File: src/rtl/spl_pkg.sv
package spl_pkg;
   localparam int unsigned WORD_W    = 32;
   localparam int unsigned BANK_BASE = 'h800;
   localparam int unsigned ID_OFS    = 'h14;
   localparam int unsigned CNT_LSB   = 24;

   typedef enum logic [1:0] {
      HIT_NONE = 2'd0,
      HIT_LOCK = 2'd1,
      HIT_ID   = 2'd2
   } hit_e;

   function automatic logic [3:0] size_code(input int unsigned n);
      return 4'(n / 32);
   endfunction
endpackage

File: src/rtl/spl_decode.sv
module spl_decode #(
   parameter int unsigned ADDR_W    = 12,
   parameter int unsigned NUM_LOCKS = 32,
   localparam int unsigned IDX_W    = $clog2(NUM_LOCKS)
) (
   input  logic [ADDR_W-1:0] addr,
   output spl_pkg::hit_e     hit,
   output logic [IDX_W-1:0]  idx
);
   import spl_pkg::*;

   localparam logic [ADDR_W-1:0] BASE_A = ADDR_W'(BANK_BASE);
   localparam logic [ADDR_W-1:0] ID_A   = ADDR_W'(ID_OFS);
   localparam logic [ADDR_W-1:0] LIM_W  = ADDR_W'(NUM_LOCKS);

   logic [ADDR_W-1:0] rel;
   logic [ADDR_W-1:0] word;

   assign rel  = addr - BASE_A;
   assign word = rel >> 2;

   always_comb begin
      hit = HIT_NONE;
      idx = '0;
      if (addr == ID_A) begin
         hit = HIT_ID;
      end else if (addr >= BASE_A && rel[1:0] == 2'b00 && word < LIM_W) begin
         hit = HIT_LOCK;
         idx = word[IDX_W-1:0];
      end
   end
endmodule

File: src/rtl/spl_lock_core.sv
module spl_lock_core #(
   parameter int unsigned NUM_LOCKS = 32,
   parameter int unsigned NUM_PORTS = 2,
   localparam int unsigned IDX_W    = $clog2(NUM_LOCKS)
) (
   input  logic                              clk,
   input  logic                              rst_n,
   input  logic [NUM_PORTS-1:0]              rd_lock,
   input  logic [NUM_PORTS-1:0]              rel_lock,
   input  logic [NUM_PORTS-1:0][IDX_W-1:0]   idx,
   output logic [NUM_PORTS-1:0]              prior
);
   logic [NUM_LOCKS-1:0] lock_q;
   logic [NUM_LOCKS-1:0] lock_d;

   // Ports are applied one after another; lower index acts first.
   always_comb begin
      lock_d = lock_q;
      prior  = '0;
      for (int p = 0; p < NUM_PORTS; p++) begin
         if (rd_lock[p]) begin
            prior[p]       = lock_d[idx[p]];
            lock_d[idx[p]] = 1'b1;
         end else if (rel_lock[p]) begin
            lock_d[idx[p]] = 1'b0;
         end
      end
   end

   always_ff @(posedge clk) begin
      if (!rst_n) lock_q <= '0;
      else        lock_q <= lock_d;
   end

   // ---- checks ----
   logic [NUM_LOCKS-1:0] rd_vec, rel_vec;
   always_comb begin
      rd_vec  = '0;
      rel_vec = '0;
      for (int p = 0; p < NUM_PORTS; p++) begin
         if (rd_lock[p])  rd_vec[idx[p]]  = 1'b1;
         if (rel_lock[p]) rel_vec[idx[p]] = 1'b1;
      end
   end

   p_quiet_r8: assert property (@(posedge clk) disable iff (!rst_n)
      (rd_lock == '0 && rel_lock == '0) |=> $stable(lock_q));

   for (genvar k = 0; k < NUM_LOCKS; k++) begin : g_lk
      p_hold_r3: assert property (@(posedge clk) disable iff (!rst_n)
         (lock_q[k] && !rel_vec[k]) |=> lock_q[k]);
      p_take_r2: assert property (@(posedge clk) disable iff (!rst_n)
         (rd_vec[k] && !rel_vec[k]) |=> lock_q[k]);
   end

   for (genvar a = 0; a < NUM_PORTS; a++) begin : g_pa
      for (genvar b = a + 1; b < NUM_PORTS; b++) begin : g_pb
         p_one_winner_r9: assert property (@(posedge clk) disable iff (!rst_n)
            (rd_lock[a] && rd_lock[b] && idx[a] == idx[b]) |-> (prior[a] || prior[b]));
      end
   end
endmodule

File: src/rtl/spl_rdret.sv
module spl_rdret #(
   parameter int unsigned NUM_PORTS = 2,
   parameter int unsigned NUM_LOCKS = 32
) (
   input  logic                                       clk,
   input  logic                                       rst_n,
   input  logic [NUM_PORTS-1:0]                       rd_any,
   input  logic [NUM_PORTS-1:0]                       rd_id,
   input  logic [NUM_PORTS-1:0]                       rd_lock,
   input  logic [NUM_PORTS-1:0]                       prior,
   output logic [NUM_PORTS-1:0]                       rvalid,
   output logic [NUM_PORTS-1:0][spl_pkg::WORD_W-1:0]  rdata
);
   import spl_pkg::*;

   localparam logic [WORD_W-1:0] ID_WORD = WORD_W'(size_code(NUM_LOCKS)) << CNT_LSB;

   for (genvar p = 0; p < NUM_PORTS; p++) begin : g_port
      always_ff @(posedge clk) begin
         if (!rst_n) begin
            rvalid[p] <= 1'b0;
            rdata[p]  <= '0;
         end else begin
            rvalid[p] <= rd_any[p];
            if (rd_id[p])        rdata[p] <= ID_WORD;
            else if (rd_lock[p]) rdata[p] <= {{(WORD_W-1){1'b0}}, prior[p]};
            else                 rdata[p] <= '0;
         end
      end

      p_latency_r10: assert property (@(posedge clk) disable iff (!rst_n)
         rd_any[p] |=> rvalid[p]);
      p_no_rsp_r10: assert property (@(posedge clk) disable iff (!rst_n)
         !rd_any[p] |=> !rvalid[p]);
      p_id_word_r6: assert property (@(posedge clk) disable iff (!rst_n)
         rd_id[p] |=> (rdata[p][CNT_LSB +: 4] == size_code(NUM_LOCKS)
                       && $countones(rdata[p]) == 1));
      p_unmapped_r8: assert property (@(posedge clk) disable iff (!rst_n)
         (rd_any[p] && !rd_id[p] && !rd_lock[p]) |=> rdata[p] == '0);
   end
endmodule

File: src/rtl/hw_semaphore_bank.sv
module hw_semaphore_bank #(
   parameter int unsigned NUM_LOCKS = 32,
   parameter int unsigned NUM_PORTS = 2,
   parameter int unsigned ADDR_W    = 12
) (
   input  logic                                       clk,
   input  logic                                       rst_n,
   input  logic [NUM_PORTS-1:0]                       req_i,
   input  logic [NUM_PORTS-1:0]                       we_i,
   input  logic [NUM_PORTS-1:0][ADDR_W-1:0]           addr_i,
   input  logic [NUM_PORTS-1:0][spl_pkg::WORD_W-1:0]  wdata_i,
   output logic [NUM_PORTS-1:0]                       rvalid_o,
   output logic [NUM_PORTS-1:0][spl_pkg::WORD_W-1:0]  rdata_o
);
   import spl_pkg::*;

   localparam int unsigned IDX_W = $clog2(NUM_LOCKS);

   if (!(NUM_LOCKS == 32 || NUM_LOCKS == 64 || NUM_LOCKS == 128 || NUM_LOCKS == 256))
   begin : g_bad_size
      $error("NUM_LOCKS must be 32, 64, 128 or 256");
   end
   if (NUM_PORTS < 1) begin : g_bad_ports
      $error("NUM_PORTS must be at least 1");
   end
   if (ADDR_W < 12) begin : g_bad_addr
      $error("ADDR_W must be at least 12");
   end

   hit_e [NUM_PORTS-1:0]            hit;
   logic [NUM_PORTS-1:0][IDX_W-1:0] idx;
   logic [NUM_PORTS-1:0]            rd_any, rd_id, rd_lock, rel_lock, prior;

   for (genvar p = 0; p < NUM_PORTS; p++) begin : g_dec
      spl_decode #(.ADDR_W(ADDR_W), .NUM_LOCKS(NUM_LOCKS)) u_dec (
         .addr (addr_i[p]),
         .hit  (hit[p]),
         .idx  (idx[p])
      );
      assign rd_any[p]   = req_i[p] && !we_i[p];
      assign rd_id[p]    = rd_any[p] && hit[p] == HIT_ID;
      assign rd_lock[p]  = rd_any[p] && hit[p] == HIT_LOCK;
      assign rel_lock[p] = req_i[p] && we_i[p] && hit[p] == HIT_LOCK && wdata_i[p] == '0;
   end

   spl_lock_core #(.NUM_LOCKS(NUM_LOCKS), .NUM_PORTS(NUM_PORTS)) u_core (
      .clk      (clk),
      .rst_n    (rst_n),
      .rd_lock  (rd_lock),
      .rel_lock (rel_lock),
      .idx      (idx),
      .prior    (prior)
   );

   spl_rdret #(.NUM_PORTS(NUM_PORTS), .NUM_LOCKS(NUM_LOCKS)) u_ret (
      .clk     (clk),
      .rst_n   (rst_n),
      .rd_any  (rd_any),
      .rd_id   (rd_id),
      .rd_lock (rd_lock),
      .prior   (prior),
      .rvalid  (rvalid_o),
      .rdata   (rdata_o)
   );
endmodule

File: config.mk
export PLATFORM = sky130hd
export DESIGN_NAME = hw_semaphore_bank
export DESIGN_NICKNAME = d
export VERILOG_FILES = /design/src/rtl/spl_pkg.sv /design/src/rtl/spl_decode.sv /design/src/rtl/spl_lock_core.sv /design/src/rtl/spl_rdret.sv /design/src/rtl/hw_semaphore_bank.sv
export SDC_FILE = /design/constraint.sdc
export NUM_CORES = 1
export LEC_CHECK = 0
export ABC_AREA = 0
export CAP_MARGIN = 20
export CORE_ASPECT_RATIO = 1.25
export CORE_UTILIZATION = 44
export CTS_BUF_LIST = sky130_fd_sc_hd__clkbuf_2
export DETAILED_ROUTE_END_ITERATION = 6
export PLACE_DENSITY_LB_ADDON = 0.12
export SETUP_SLACK_MARGIN = 0.1
export SLEW_MARGIN = 20
export SYNTH_ARGS = -nofsm -noshare
export SYNTH_HDL_FRONTEND = slang
export SYNTH_SLANG_ARGS = --single-unit
File: constraint.sdc
create_clock -name clk -period 3.85 [get_ports clk]
set_input_delay 1.155 -clock clk [delete_from_list [all_inputs] [get_ports clk]]
set_output_delay 1.155 -clock clk [all_outputs]
set_load 0.005 [all_outputs]
==> Word level (Yosys, flattened, before mapping) <==
Index checks and enable logic that the tools add are counted.
{ "word_totals": {"romBits": 0, "mem_count": 0, "out_inout_bits": 66, "mem_bits_rw": 0, "register_bits": 98, "latch_bits": 0} }
{ "op_classes": {"bitwise_logic": 9, "eq_ne": 6, "n_reduce_logical": 28, "mux": 24, "mul": 0, "n_lt_le_gt_ge": 8, "div_mod_pow": 0, "addsub": 2, "n_shift": 0} }
{ "ops": {"columns": ["op", "n"], "rows": [
  ["two-way mux 32 bit", 4],
  ["AND 32 bit", 2],
  ["zero test 32 bit", 2],
  ["inverter 32 bit", 2],
  ["bitwise OR 32 bit", 2],
  ["two-way mux 25 bit", 2],
  ["equality test 12 x 5 -> 1 bit (second input constant)", 2],
  ["greater-or-equal comparator 12 bit (second input constant)", 2],
  ["subtractor 12 bit (second input constant)", 2],
  ["less-than comparator 10 x 6 -> 1 bit (second input constant)", 2],
  ["two-way mux 5 bit", 4],
  ["logical AND 1 bit", 18],
  ["less-than comparator 5 x 6 -> 1 bit (second input constant)", 2],
  ["binary-select mux 1 bit (select 5 bit)", 2],
  ["demux 1 bit (select 5 bit)", 2],
  ["greater-or-equal comparator 5 x 1 -> 1 bit (second input constant)", 2],
  ["two-way mux 1 bit", 8],
  ["OR reduction 3 bit", 2],
  ["equality test 2 x 1 -> 1 bit (second input constant)", 2],
  ["equality test 2 bit (second input constant)", 2],
  ["zero test 2 bit", 2],
  ["two-way mux 2 bit", 2],
  ["OR reduction 2 bit", 2],
  ["inverter 1 bit", 3],
  ["zero test 1 bit", 2]
]} }

==> Longest topological paths before layout <==
Gate-level depths: netlist (run 1).
{ "depth": {"word_depth": 18, "ltp_mapped": 10, "ltp_nobuf": 8} }

==> By module <==
A second synthesis (run 1) with hierarchy kept.
{ "unflattened": {"cells_unflattened": 478, "area_unflattened_um2": 3597.2} }
{ "by_module_without_submodules": {"columns": ["mod", "seq_area_each_um2", "cells_each", "instances", "area_per_inst_um2"], "rows": [
  ["spl_lock_core", 640.6, 333, 1, 2489.9],
  ["spl_rdret", 120.1, 73, 1, 624.3],
  ["spl_decode", 0.0, 19, 2, 123.9],
  ["hw_semaphore_bank", 0.0, 34, 1, 235.2]
]} }

==> Least setup slack after synthesis (run 1) <==
Ideal clock, no wire load.
{ "synth_path": {"path_kind": "in2reg", "from": "in addr_i[8] (netlist name)", "to": "reg u_ret.rdata[32] (netlist name)", "required_time_ns": 3.719, "cell_stages": 10, "arrival_ns": 3.128, "setup_ns": 0.131, "path_slack_ns": 0.591, "cell_sequence": "or4_4 -> buf_6 -> or4_1 -> buf_2 -> nand2_1 -> o21ai_1 -> a21oi_1 -> o211ai_1 -> o32ai_1 -> o32ai_1"} }
{ "synth_between": {"elab_chain_len": 15, "elab_cells_between_ends": 26, "cone_classes": "add/sub (1); order compare (4); eq/ne (2); mux (10); bitwise (3); reduce/logical (6)"} }
{ "synth_rtl": {"columns": ["item", "line_no", "source"], "rows": [
  ["start, declared", "hw_semaphore_bank.sv:10", "input logic [NUM_PORTS-1:0][ADDR_W-1:0] addr_i,"],
  ["subtractor 12 bit or greater-or-equal comparator 12 bit (tied branches)", "spl_decode.sv:19, spl_decode.sv:27", null],
  ["less-than comparator 10 x 6 -> 1 bit or logical AND 1 bit (tied branches)", "spl_decode.sv:27", "end else if (addr >= BASE_A && rel[1:0] == 2'b00 && word < LIM_W) begin"],
  ["logical AND 1 bit", "spl_decode.sv:27", null],
  ["two-way mux 5 bit", "spl_decode.sv:27", null],
  ["two-way mux 5 bit", "spl_decode.sv:25", "if (addr == ID_A) begin"],
  ["less-than comparator 5 x 6 -> 1 bit (implied by the code) or greater-or-equal comparator 5 x 1 -> 1 bit (tied branches)", "spl_lock_core.sv:23, spl_lock_core.sv:25", null],
  ["logical AND 1 bit (implied by the code)", "spl_lock_core.sv:23, spl_lock_core.sv:25", null],
  ["two-way mux 1 bit (implied by the code)", "spl_lock_core.sv:23, spl_lock_core.sv:25", null],
  ["demux 1 bit (select 5 bit)", null, null],
  ["inverter 32 bit (no source line)", null, null],
  ["AND 32 bit (no source line)", null, null],
  ["two-way mux 32 bit", "spl_lock_core.sv:24", "end else if (rel_lock[p]) begin"],
  ["two-way mux 32 bit *", "spl_lock_core.sv:21", "if (rd_lock[p]) begin"],
  ["binary-select mux 1 bit (select 5 bit) *", "spl_lock_core.sv:22", "prior[p] = lock_d[idx[p]];"],
  ["two-way mux 1 bit (implied by the code) *", "spl_lock_core.sv:22", null],
  ["end signal, assigned by index", "spl_rdret.sv:26", "else if (rd_lock[p]) rdata[p] <= {{(WORD_W-1){1'b0}}, prior[p]};"],
  ["end, declared", "spl_rdret.sv:12", "output logic [NUM_PORTS-1:0][spl_pkg::WORD_W-1:0] rdata"]
]} }
Every way passes the cells marked *; elsewhere a longest branch is shown, timed or not. The select of a mux whose other input is x is not followed.
A chain may end at the register's enable or synchronous reset.

==> Worst setup path in the final report (run 1) <==
{ "layout_path": {"from": "in req_i[0]", "to": "reg u_ret.rdata[32] (netlist name)"} }
{ "layout_between": {"elab_chain_len": 7, "elab_cells_between_ends": 9, "cone_classes": "mux (4); reduce/logical (5)"} }
{ "layout_rtl": {"columns": ["item", "line_no", "source"], "rows": [
  ["start, declared", "hw_semaphore_bank.sv:8", "input logic [NUM_PORTS-1:0] req_i,"],
  ["logical AND 1 bit (3 in series)", "hw_semaphore_bank.sv:43", "assign rel_lock[p] = req_i[p] && we_i[p] && hit[p] == HIT_LOCK && wdata_i[p] == '0;"],
  ["two-way mux 32 bit", "spl_lock_core.sv:24", null],
  ["two-way mux 32 bit *", "spl_lock_core.sv:21", null],
  ["binary-select mux 1 bit (select 5 bit) *", "spl_lock_core.sv:22", null],
  ["two-way mux 1 bit (implied by the code) *", "spl_lock_core.sv:22", null]
]} }
Marks and branches as above.

==> metrics.txt, run 1 <==
Nets=751; Root Driver=clkbuf_2; clk sinks=38; die extent in x=83.6 µm; synth unique cells=61; Hold Fails Final Rpt=0; Filler Cells Inserted=749; PwrDens=165 nW/µm²; vias in the first global route=roughly 4600; crit path time final=3420 ps; outcome=completed; Setup Skew=around 10 ps; Post-synth EDFFs=0; Reg clk slew, reported paths=220 ps; Hold Path Depth=2; GR Overflow Total=0; Worst slew margin=0.638; CP top delay family=simple AND/OR/NAND/NOR gates; n_diodes=0; final worst path period share=0.887; Layout area overhead=35.8%; layout cells sized above 1=0.154; CTS max path bufs=2; crit-path cells=clkdlybuf4s50_1 -> nor4bb_1 -> nand4_1 -> nor2_1 -> nand3_1 -> buf_4 -> o21ai_0 -> o21ai_0 -> a2111oi_0 -> buf_4 -> o32ai_1; most common cell after layout, fill and taps aside=clkdlybuf4s50_1; crit-path max FO=3; Post-CTS Resized=0; Slew @ Worst Pin=542 ps; Clk Latency, worst-skew pair=about 470 ps; Synth Flop Type=dfxtp_1; # setup viols final=0; DP Worst Slack=-63.5 ps; Logic pwr share=0.275; commonest cells after routing, fill and taps aside=clkdlybuf4s50_1 (99), buf_4 (68), o21ai_0 (64), conb_1 (60), nand2_1 (41); core area=between 7000 and 8000 µm²; ANT nets after route=0; crit start category=input pin; # Post-CTS Setup Buffers=0; Internal Pwr Total=555 µW; Switching Power=around 260 µW; Row Count=36; first-pass GRT wire length=24800 µm; area of the die=8700 µm²; fmax=293 MHz; Leak=1.80 nW; buffers and inverters on the worst path=3; Worst Path Required=4230 ps; flop-to-flop setup slack=2210 ps; Mean Syn Cell Area=7.13 µm²; Num CTS Buffers=5; Setup Crit Path Kind=input pin to register; CTS tree=done; CP max stage cell=clkdlybuf4s50_1; largest stage delay on the critical path=~480 ps; post-synth top area share=0.208; Vias=4730; largest net degree at the start of global routing=28; post-synth design cell area=around 3700 µm²; hpwl dp=12600 µm; GPL Wtd Cong=1.00; Post-CTS Hold Buffers=0; DR WL/cell=21.4 µm; #FFs+latches synth=38; Critical Path Stages=11; VDD IR max=0.000129 V; max cap viols=0; # H-tree levels=2; crit path DAT=around 3800 ps; Synth area leaders=dfxtp_1 (21%), buf_4 (12%), o21ai_0 (8.7%); Min-Delay Path Class=register to register; DP Area=between 4000 and 5000 µm²; Yosys Warn Count=0; R2R depth=6; initial core utilization=0.462; Net Sw Frac=0.322; DRC=0; Reg power frac=0.483; Routed WL=around 16000 µm; Worst setup EP type=register; register area share after synthesis=0.208; total global-route track usage=0.369; vias per cell=6.29; drt pass-1 iters=6; setup repair after global routing missed its margin=no; Synth async-reset ratio=0; Slew Limit Fails=0; die span in y=104 µm; largest area contributor in the netlist=dfxtp_1; post-route cell area=around 5000 µm²; antenna violations before repair=0; Worst Setup Slack, final=435 ps; Ports=160; post-synthesis cell count=slightly above 500; Clock Power Share=0.243; Port Buffers=99; DRT iter0 DRCs=about 420
## flip-flops by register name, indices dropped and copies added, names as in the netlist
name,flops
u_core.lock_q,32
u_ret.rdata,4
u_ret.rvalid,2
## final timing paths
| check | endpoint | from |
|---|---|---|
| worst min register to register | u_core.lock_q[0]$_SDFF_PN0_ | u_core.lock_q[0]$_SDFF_PN0_ |
| worst max register to register | u_ret.rdata[0]$_SDFF_PP0_ | u_core.lock_q[22]$_SDFF_PN0_ |
| worst min-delay path | u_core.lock_q[0]$_SDFF_PN0_ | u_core.lock_q[0]$_SDFF_PN0_ |
| worst max-delay path | u_ret.rdata[32]$_SDFF_PP0_ | req_i[0] |
## final cells by class
type                    count  area, µm²  area share
repair buffers            168       1520       0.306
well taps                  95        119      0.0239
multi-input cells         434       2500       0.503
clock buffers               5       25.0     0.00503
flip-flops and latches     38        761       0.153
inverters                  10       37.5     0.00754
clock inverters             2       10.0     0.00201
## tightest hold or removal path: cells and delay by family (launching register included)
family / cells / cell delay [ps]
flops: 1 / 380
compound gates: 2 / 230
## metal layers
metal / GRT usage / part of all wire / vias to the layer above / routed length (µm)
met1: 0.419 / 0.35 / 2141 / 5580
met4: 0.285 / 0.079 / 0 / 1270
met5: 0 / 0 / - / 0
met2: 0.606 / 0.46 / 403 / 7420
met3: 0.0675 / 0.12 / 93 / 1860
li1: - / - / 2093 / -
## kinds of logic (layout without fill, tap and decap cells)
| group | after synthesis | in the layout | share of synthesized area |
|---|---|---|---|
| flip-flops | 38 | 38 | 0.208 |
| other | 1 | 60 | 0.00102 |
| AND/OR/NAND/NOR | 198 | 198 | 0.300 |
| AO/OA/AOI/OAI | 169 | 169 | 0.288 |
| multiplexers | 7 | 7 | 0.0334 |
| buffers and inverters | 101 | 185 | 0.170 |
## cells in the mapped netlist (3+ instances only)
cell type  count
a211oi_1       3
a21oi_1       22
a22oi_1        5
a311oi_1       3
a31oi_1        8
and3_1         7
buf_2          3
buf_4         60
clkbuf_1      25
dfxtp_1       38
inv_1         10
mux4_2         4
nand2_1       41
nand2b_1       4
nand3_1       29
nand3b_1       6
nand4_1        7
nand4b_1       3
nor2_1        36
nor2b_1        7
nor3_1        11
nor4_1        16
o2111ai_1      3
o211ai_1      18
o21a_1         5
o21ai_0       64
o221ai_1       5
o22ai_1       18
o32ai_1        3
or2_2          6
or3_1          3
## through the flow
step                      cells  utilization  hold WS [ps]  setup TNS, ps  power [mW]
after floorplan             573            -           499              0       0.521
after global placement      745        0.623           573          -55.8       0.621
after detailed placement    745        0.623           581          -63.5       0.622
after CTS                   752        0.628           627              0       0.812
after global routing        752        0.628           672              0       0.839
final                       752        0.628           626              0       0.820
## power groups by stage
stage	sequential, mW	clock [mW]	combinational, mW
after global routing	0.396	0.205	0.239
final	0.395	0.199	0.225
after CTS	0.395	0.196	0.220
after detailed placement	0.403	0	0.219
after floorplan	0.403	0	0.118
after global placement	0.403	0	0.218
Note: power is estimated with default switching activity, not from simulation.
==> run 2, diff against run 1 <==
SETUP_SLACK_MARGIN = default   (was 0.1)
==> results of run 2 <==
Final layout, timing and power as in run 1 (identical DEF).
